**config.mk**
```make
export PLATFORM = sky130hd
export DESIGN_NAME = sysctl_port_bank
export DESIGN_NICKNAME = d
export VERILOG_FILES = /design/src/rtl/sysctl_pkg.sv /design/src/rtl/sysctl_decode.sv /design/src/rtl/sysctl_regs.sv /design/src/rtl/sysctl_rdmux.sv /design/src/rtl/sysctl_port_bank.sv
export SDC_FILE = /design/constraint.sdc
export NUM_CORES = 1
export LEC_CHECK = 0
export BUFFER_PORTS_ARGS = -buffer_cell sky130_fd_sc_hd__buf_2
export CAP_MARGIN = 20
export CORE_MARGIN = 2
export CORE_UTILIZATION = 49
export DETAILED_ROUTE_END_ITERATION = 6
export GPL_TIMING_DRIVEN = 0
export PLACE_DENSITY = 0.83
export SETUP_SLACK_MARGIN = 0.05
export SLEW_MARGIN = 10
export SYNTH_ARGS = -nofsm -noshare
export SYNTH_HDL_FRONTEND = slang
export SYNTH_SLANG_ARGS = --single-unit
```
**constraint.sdc**
```tcl
create_clock -name clk_i -period 3.3 [get_ports clk_i]
set_clock_uncertainty 0.2 [all_clocks]
set_input_delay 0.165 -clock clk_i [delete_from_list [all_inputs] [get_ports clk_i]]
set_output_delay 0.165 -clock clk_i [all_outputs]
set_load 0.05 [all_outputs]
```
**src/rtl/sysctl_pkg.sv**
```systemverilog
package sysctl_pkg;

    typedef enum logic [3:0] {
        SEL_NONE,
        SEL_RSTEND,
        SEL_CPUID,
        SEL_FEAT,
        SEL_MODSTAT,
        SEL_LAMP,
        SEL_EQUIP,
        SEL_LOCK1,
        SEL_LOCK2,
        SEL_INVAL,
        SEL_KEY,
        SEL_CTRL,
        SEL_CACHE,
        SEL_MAP
    } sel_e;

    typedef enum logic [1:0] {
        ACC_IDLE,
        ACC_READ,
        ACC_WRITE,
        ACC_FAULT
    } acc_e;

    localparam logic [31:0] PORT_RSTEND  = 32'h0092;
    localparam logic [31:0] PORT_CPUID   = 32'h0800;
    localparam logic [31:0] PORT_FEAT    = 32'h0802;
    localparam logic [31:0] PORT_MODSTAT = 32'h0803;
    localparam logic [31:0] PORT_LAMP    = 32'h0808;
    localparam logic [31:0] PORT_EQUIP   = 32'h080C;
    localparam logic [31:0] PORT_LOCK1   = 32'h0810;
    localparam logic [31:0] PORT_LOCK2   = 32'h0812;
    localparam logic [31:0] PORT_INVAL   = 32'h0814;
    localparam logic [31:0] PORT_KEY     = 32'h0818;
    localparam logic [31:0] PORT_CTRL    = 32'h081C;
    localparam logic [31:0] PORT_CACHE   = 32'h0823;
    localparam logic [31:0] PORT_MAP     = 32'h0850;

    localparam logic [7:0] VAL_CPUID   = 8'hEF;
    localparam logic [7:0] VAL_FEAT    = 8'hAD;
    localparam logic [7:0] VAL_MODSTAT = 8'hE0;
    localparam logic [7:0] VAL_EQUIP   = 8'h3C;
    localparam logic [7:0] VAL_EXTFEAT = 8'h39;
    localparam logic [7:0] VAL_KEY     = 8'h00;
    localparam logic [7:0] VAL_CACHE   = 8'h03;
    localparam logic [7:0] VAL_FLOAT   = 8'hFF;

endpackage

```
**src/rtl/sysctl_decode.sv**
```systemverilog
module sysctl_decode
    import sysctl_pkg::*;
#(
    parameter int ADDR_W = 16
) (
    input  logic [ADDR_W-1:0] addr_i,
    output sel_e              sel_o,
    output logic              rd_ok_o,
    output logic              wr_ok_o
);

    logic [31:0] a_ext;
    assign a_ext = 32'(addr_i);

    always_comb begin
        sel_o = SEL_NONE;
        unique case (a_ext)
            PORT_RSTEND:  sel_o = SEL_RSTEND;
            PORT_CPUID:   sel_o = SEL_CPUID;
            PORT_FEAT:    sel_o = SEL_FEAT;
            PORT_MODSTAT: sel_o = SEL_MODSTAT;
            PORT_LAMP:    sel_o = SEL_LAMP;
            PORT_EQUIP:   sel_o = SEL_EQUIP;
            PORT_LOCK1:   sel_o = SEL_LOCK1;
            PORT_LOCK2:   sel_o = SEL_LOCK2;
            PORT_INVAL:   sel_o = SEL_INVAL;
            PORT_KEY:     sel_o = SEL_KEY;
            PORT_CTRL:    sel_o = SEL_CTRL;
            PORT_CACHE:   sel_o = SEL_CACHE;
            PORT_MAP:     sel_o = SEL_MAP;
            default:      sel_o = SEL_NONE;
        endcase
    end

    always_comb begin
        unique case (sel_o)
            SEL_NONE, SEL_LAMP, SEL_LOCK2: rd_ok_o = 1'b0;
            default:                       rd_ok_o = 1'b1;
        endcase
        unique case (sel_o)
            SEL_NONE, SEL_EQUIP, SEL_KEY, SEL_CACHE: wr_ok_o = 1'b0;
            default:                                 wr_ok_o = 1'b1;
        endcase
    end

endmodule

```
**src/rtl/sysctl_regs.sv**
```systemverilog
module sysctl_regs
    import sysctl_pkg::*;
#(
    parameter int CTRL_W = 4
) (
    input  logic              clk_i,
    input  logic              rst_i,
    input  logic              wr_stb_i,
    input  sel_e              sel_i,
    input  logic [7:0]        wdata_i,
    output logic              soft_rst_o,
    output logic              endian_o,
    output logic              activity_o,
    output logic              lock1_o,
    output logic              lock2_o,
    output logic [CTRL_W-1:0] ctrl_o,
    output logic              map_o
);

    always_ff @(posedge clk_i) begin
        if (rst_i) begin
            soft_rst_o <= 1'b0;
            endian_o   <= 1'b0;
            activity_o <= 1'b0;
            lock1_o    <= 1'b0;
            lock2_o    <= 1'b0;
            ctrl_o     <= '0;
            map_o      <= 1'b0;
        end else begin
            lock1_o <= wr_stb_i && (sel_i == SEL_LOCK1);
            lock2_o <= wr_stb_i && (sel_i == SEL_LOCK2);
            if (wr_stb_i) begin
                unique case (sel_i)
                    SEL_RSTEND: begin
                        soft_rst_o <= wdata_i[0];
                        endian_o   <= wdata_i[1];
                    end
                    SEL_LAMP: activity_o <= wdata_i[0];
                    SEL_CTRL: ctrl_o     <= wdata_i[CTRL_W-1:0];
                    SEL_MAP:  map_o      <= wdata_i[0];
                    default: ;
                endcase
            end
        end
    end

endmodule

```
**src/rtl/sysctl_rdmux.sv**
```systemverilog
module sysctl_rdmux
    import sysctl_pkg::*;
#(
    parameter int CTRL_W = 4
) (
    input  sel_e              sel_i,
    input  logic              endian_i,
    input  logic [CTRL_W-1:0] ctrl_i,
    input  logic              map_i,
    output logic [7:0]        rdata_o
);

    always_comb begin
        unique case (sel_i)
            SEL_RSTEND:  rdata_o = {6'b0, endian_i, 1'b0};
            SEL_CPUID:   rdata_o = VAL_CPUID;
            SEL_FEAT:    rdata_o = VAL_FEAT;
            SEL_MODSTAT: rdata_o = VAL_MODSTAT;
            SEL_EQUIP:   rdata_o = VAL_EQUIP;
            SEL_LOCK1:   rdata_o = VAL_EXTFEAT;
            SEL_KEY:     rdata_o = VAL_KEY;
            SEL_CTRL:    rdata_o = 8'(ctrl_i);
            SEL_CACHE:   rdata_o = VAL_CACHE;
            SEL_MAP:     rdata_o = {7'b0, map_i};
            default:     rdata_o = VAL_FLOAT;
        endcase
    end

endmodule

```
**src/rtl/sysctl_port_bank.sv**
```systemverilog
module sysctl_port_bank
    import sysctl_pkg::*;
#(
    parameter int ADDR_W = 16,
    parameter int CTRL_W = 4
) (
    input  logic              clk_i,
    input  logic              rst_i,
    input  logic [ADDR_W-1:0] addr_i,
    input  logic              wr_en_i,
    input  logic [7:0]        wr_data_i,
    input  logic              rd_en_i,
    output logic [7:0]        rd_data_o,
    output logic              err_o,
    output logic              soft_rst_o,
    output logic              endian_o,
    output logic              activity_o,
    output logic              lock1_o,
    output logic              lock2_o,
    output logic [CTRL_W-1:0] ctrl_o,
    output logic              map_o
);

    sel_e       sel;
    logic       rd_ok;
    logic       wr_ok;
    logic [7:0] rdata_mux;
    acc_e       acc_q;
    acc_e       acc_d;

    sysctl_decode #(.ADDR_W(ADDR_W)) u_dec (
        .addr_i  (addr_i),
        .sel_o   (sel),
        .rd_ok_o (rd_ok),
        .wr_ok_o (wr_ok)
    );

    // Next tracker state: fault on collision or on a port that rejects the access.
    always_comb begin
        if (wr_en_i && rd_en_i)  acc_d = ACC_FAULT;
        else if (wr_en_i)        acc_d = wr_ok ? ACC_WRITE : ACC_FAULT;
        else if (rd_en_i)        acc_d = rd_ok ? ACC_READ : ACC_FAULT;
        else                     acc_d = ACC_IDLE;
    end

    always_ff @(posedge clk_i) begin
        if (rst_i) acc_q <= ACC_IDLE;
        else       acc_q <= acc_d;
    end

    sysctl_regs #(.CTRL_W(CTRL_W)) u_regs (
        .clk_i      (clk_i),
        .rst_i      (rst_i),
        .wr_stb_i   (acc_d == ACC_WRITE),
        .sel_i      (sel),
        .wdata_i    (wr_data_i),
        .soft_rst_o (soft_rst_o),
        .endian_o   (endian_o),
        .activity_o (activity_o),
        .lock1_o    (lock1_o),
        .lock2_o    (lock2_o),
        .ctrl_o     (ctrl_o),
        .map_o      (map_o)
    );

    sysctl_rdmux #(.CTRL_W(CTRL_W)) u_mux (
        .sel_i    (sel),
        .endian_i (endian_o),
        .ctrl_i   (ctrl_o),
        .map_i    (map_o),
        .rdata_o  (rdata_mux)
    );

    // Output process: read data captured on a lone read (0xFF on unmapped).
    always_ff @(posedge clk_i) begin
        if (rst_i) begin
            rd_data_o <= 8'h00;
        end else begin
            unique case (acc_d)
                ACC_READ:  rd_data_o <= rdata_mux;
                ACC_FAULT: if (rd_en_i && !wr_en_i) rd_data_o <= VAL_FLOAT;
                default: ;
            endcase
        end
    end

    assign err_o = (acc_q == ACC_FAULT);

endmodule

```
==> impl_summary.txt <==
----------------------------------------------------
[Die]
  Width of the chip ... 56.2 um
  Number of primary I/O pins ... 47
  Site Rows ... 18
  Placeable core area ... 2520 sq um
  Full die area ... 3150 sq um
  Starting utilization of the core area ... 52.8%
  Die height ... 56.2 um

[Synthesis]
  Register bit total from synthesis ... 20
  Syn nets ... 187
  Cell with the most instances after synthesis ... nor2_1
  Async S/R FF share, synth ... 0%
  Most common flop cell mapped by yosys ... dfxtp_1
  Count of distinct cell types in the synthesized netlist ... 50
  Number of synthesized flops with an enable pin ... 0
  Portion of synthesized cell area occupied by the leading cell type ... 30.0%
  Area of the mapped netlist ... 1330 sq um
  Cell taking the most area after synthesis ... dfxtp_1
  Main area contributors after synthesis ... dfxtp_1 (30%), mux2i_1 (6.8%), nor2_1 (6.8%), a21oi_1 (4.9%), o21bai_1 (3.4%)
  Number of synthesis warnings ... 0
  Cell count after synthesis ... 159
  Post-synthesis area per instance ... 8.38 sq um
  Proportion of synthesized chip area in sequential cells ... 30.0%
  Commonest cells post-synth ... nor2_1 (24), dfxtp_1 (20), a21oi_1 (13)

[Power and ir drop]
  Internal Dissipation ... 0.000412 W
  Total power draw ... 0.000555 W
  IR Drop Worst-Case VDD ... 0.335 mV
  Logic gate share of total power ... 18.7%
  Power density over the cells ... 327 nW/um^2
  Relative contribution of sequential cells to total power ... 45.5%
  Switching power ... 0.000143 W
  Switching Share ... 25.8%
  Clk pwr share ... 35.8%
  Leakage power summed over all cells ... 0.689 nW

[Setup path]
  Crit Path Class ... in2reg
  Number of cells traversed by the worst register-to-register path ... 4
  Stages on worst setup path ... 9
  CP required ... 3.29 ns
  Critical-path cell with the highest stage delay ... dlygate4sd3_1
  Critical path's top delay family ... simple AND/OR/NAND/NOR gates
  Worst flop-to-flop path endpoint ... rd_data_o[0]
  Nature of the critical path endpoint ... flip-flop
  Beginning of the critical path ... addr_i[2]
  Largest driver fanout on the critical path ... 9
  CP arrival ... 2.96 ns
  Cell Chain, Critical Path ... dlygate4sd3_1 > buf_6 > or3_1 > or4_4 > a211oi_4 > nor2_4 > nor4b_4 > mux2i_1 > nor2_1
  Buffering stage count on the worst path with inverters included ... 2
  Reg2reg start ... u_regs.ctrl_o[0]
  Capturing instance or port of the critical path ... u_regs.ctrl_o[3]
  Biggest cell delay along the critical path ... 0.55 ns
  Register-to-register setup slack ... 2.05 ns
  Crit start category ... input port

[CTS]
  Post-CTS Repair Setup Buffers ... 0
  Post-cts resize count ... 0
  Quantity of hold-fixing buffers added after cts ... 8
  Clock latency reported for the late side of the worst-skew pair ... 0.30 ns
  Max H-tree Level ... 1
  CTS root buf ... clkbuf_4
  Maximum buffer depth of the clock tree ... 2
  Number of clock sinks ... 20
  Reg clk slew, reported paths ... 0.11 ns
  TritonCTS clock tree ... built
  Clock buffers created by TritonCTS ... 3

[STA]
  Number of hold violations in the final report ... 0
  Slew at the pin closest to its max-slew limit ... 0.613 ns
  Upper clock frequency limit ... 337 MHz
  Slew Viols, Final ... 0
  RSZ-0062 raised after global routing ... no
  Final period demand of the worst path ... 2.97 ns
  Final sum of negative setup slack ... 0 ns
  Total of endpoints with negative setup slack in the final report ... 0
  Final Cycle Share ... 89.9%
  Max_slew headroom ... 59.0%

[Cells and area]
  Syn-to-layout area delta ... 27.4%
  Sequential cell area ... 400 sq um
  Area of combinational cells with multiple inputs ... 866 sq um
  Post-layout net count ... 239
  Diodes inserted ... 0
  Share of post-route cells with drive strength above 1 ... 30.5%
  Filler cells ... 223
  Final core occ ... 67.3%
  Non-filler cells in the finished layout ... 240

[Run]
  Number of max-cap violations ... 0

[GRT]
  Met2 Track Usage GR ... 38.2%
  Met1 usage ... 27.0%
  Global route overflow ... 0
  Largest net degree at the start of global routing ... 13
  Vias in the first global route ... 1337
  Layer with the highest usage after global routing ... met2
  Number of antenna violations at the first check in global routing ... 0
  Met3 GRT Util ... 5.12%
  Wire length of the first global-routing pass ... 5.63 mm
  Tot GR Track Use ... 21.9%

[Routing]
  Routed length per instance ... 13.6 um
  Antenna viol nets, final ... 0
  Routed via count ... 1407
  Remaining DRCs ... 0
  Vias/cell ... 5.86
  DRT Pass-1 Iters ... 4
  Final wirelength ... 3.26 mm
  Initial DRC count ... 40

[Run status]
  Outcome ... completed

[Place]
  Global placement routability congestion ... 0.918
  Placed Instances ... 228
  Placed wire-length estimate after detailed placement ... 2.47 mm
  Port Buffers ... 39

[Worst hold path]
  Hold crit path type ... in2reg

----------------------------------------------------
-- power by group through the flow --
stage / combinational, W / clock [W] / sequential (W)
CTS: 0.000103 / 0.000201 / 0.000253
floorplan: 0.0000405 / 0 / 0.000281
global placement: 0.0000935 / 0 / 0.000258
global route: 0.000113 / 0.000216 / 0.000254
finish: 0.000104 / 0.000199 / 0.000253
detailed placement: 0.0000953 / 0 / 0.000258
-- cell families (layout without fill, tap and decap cells) --
kind of cell | Yosys count | in the layout | share of synthesized area (%)
AND/OR/NAND/NOR | 75 | 75 | 34.0
flip-flops | 20 | 20 | 30.0
AO/OA/AOI/OAI | 42 | 42 | 22.5
buffers and inverters | 11 | 62 | 4.98
multiplexers | 11 | 11 | 8.45
-- layout make-up --
cell class / instances / area share [%]
buffer: 9 / 3.46
clock buffer: 3 / 1.33
clock inverter: 1 / 1.77
inverter: 2 / 0.442
multi-input combinational: 128 / 51.0
sequential: 20 / 23.6
tap: 30 / 2.21
timing repair buffer: 47 / 16.2
-- registers in the layout (all words and copies together) (netlist names) --
signal and cells:
u_regs.lock1_o 1, u_regs.lock2_o 1, acc_q 2, u_regs.map_o 1, u_regs.soft_rst_o 1, rd_data_o 8, u_regs.ctrl_o 4, u_regs.activity_o 1
u_regs.endian_o 1
-- metrics by stage --
step | setup slack (ns) | hold WS, ns | cell area, sq um
after floorplan | 0.854 | 0.0824 | 1330
after CTS | 0.368 | 0.00245 | 1700
after global routing | 0.252 | 0.0233 | 1700
after global placement | 0.598 | 0.195 | 1570
after detailed placement | 0.533 | 0.205 | 1570
final | 0.334 | 0.00507 | 1700
-- worst min-delay path by stage --
| stage | startpoint | to | slack, ns | cells past startpoint |
|---|---|---|---|---|
| after global placement | wr_data_i[2] | u_regs.ctrl_o[2] | 0.20 | 3 |
| after detailed placement | rst_i | rd_data_o[4] | 0.20 | 2 |
| after global routing | addr_i[5] | u_regs.lock2_o | 0.02 | 4 |
| final | addr_i[5] | u_regs.lock2_o | 0.005 | 4 |
| after floorplan | rd_en_i | acc_q[0] | 0.08 | 2 |
| after CTS | addr_i[5] | u_regs.lock2_o | 0.002 | 4 |
-- cell usage in the layout (no fill, tap or decap), types with 3 or more instances in the layout --
cell type and n:
nor3_1 7, a21oi_1 13, o21bai_1 6, nor2b_1 3
nand3b_1 3, a31oi_1 3, dlygate4sd3_1 8, clkbuf_4 3
clkbuf_1 4, mux2i_1 9, and2_1 3, nand2_1 6
a211oi_1 3, nor2_1 24, and3_1 3, nand3_1 6
buf_2 40, dfxtp_1 20
-- per-layer routing --
layer  routed length [um]  part of all wire [%]  vias up
li1                     -                     -      697
met3                  172                   5.3        6
met1                 1400                    43      651
met5                    0                     0        -
met4                   40                   1.2        0
met2                 1650                    50       53
-- tightest hold or removal path, stage by stage --
cell and delay, ns:
buf_6 0.10, nor4b_2 0.08, nand3_1 0.09, nor2_1 0.04
Power figures use the tool's default switching activity.
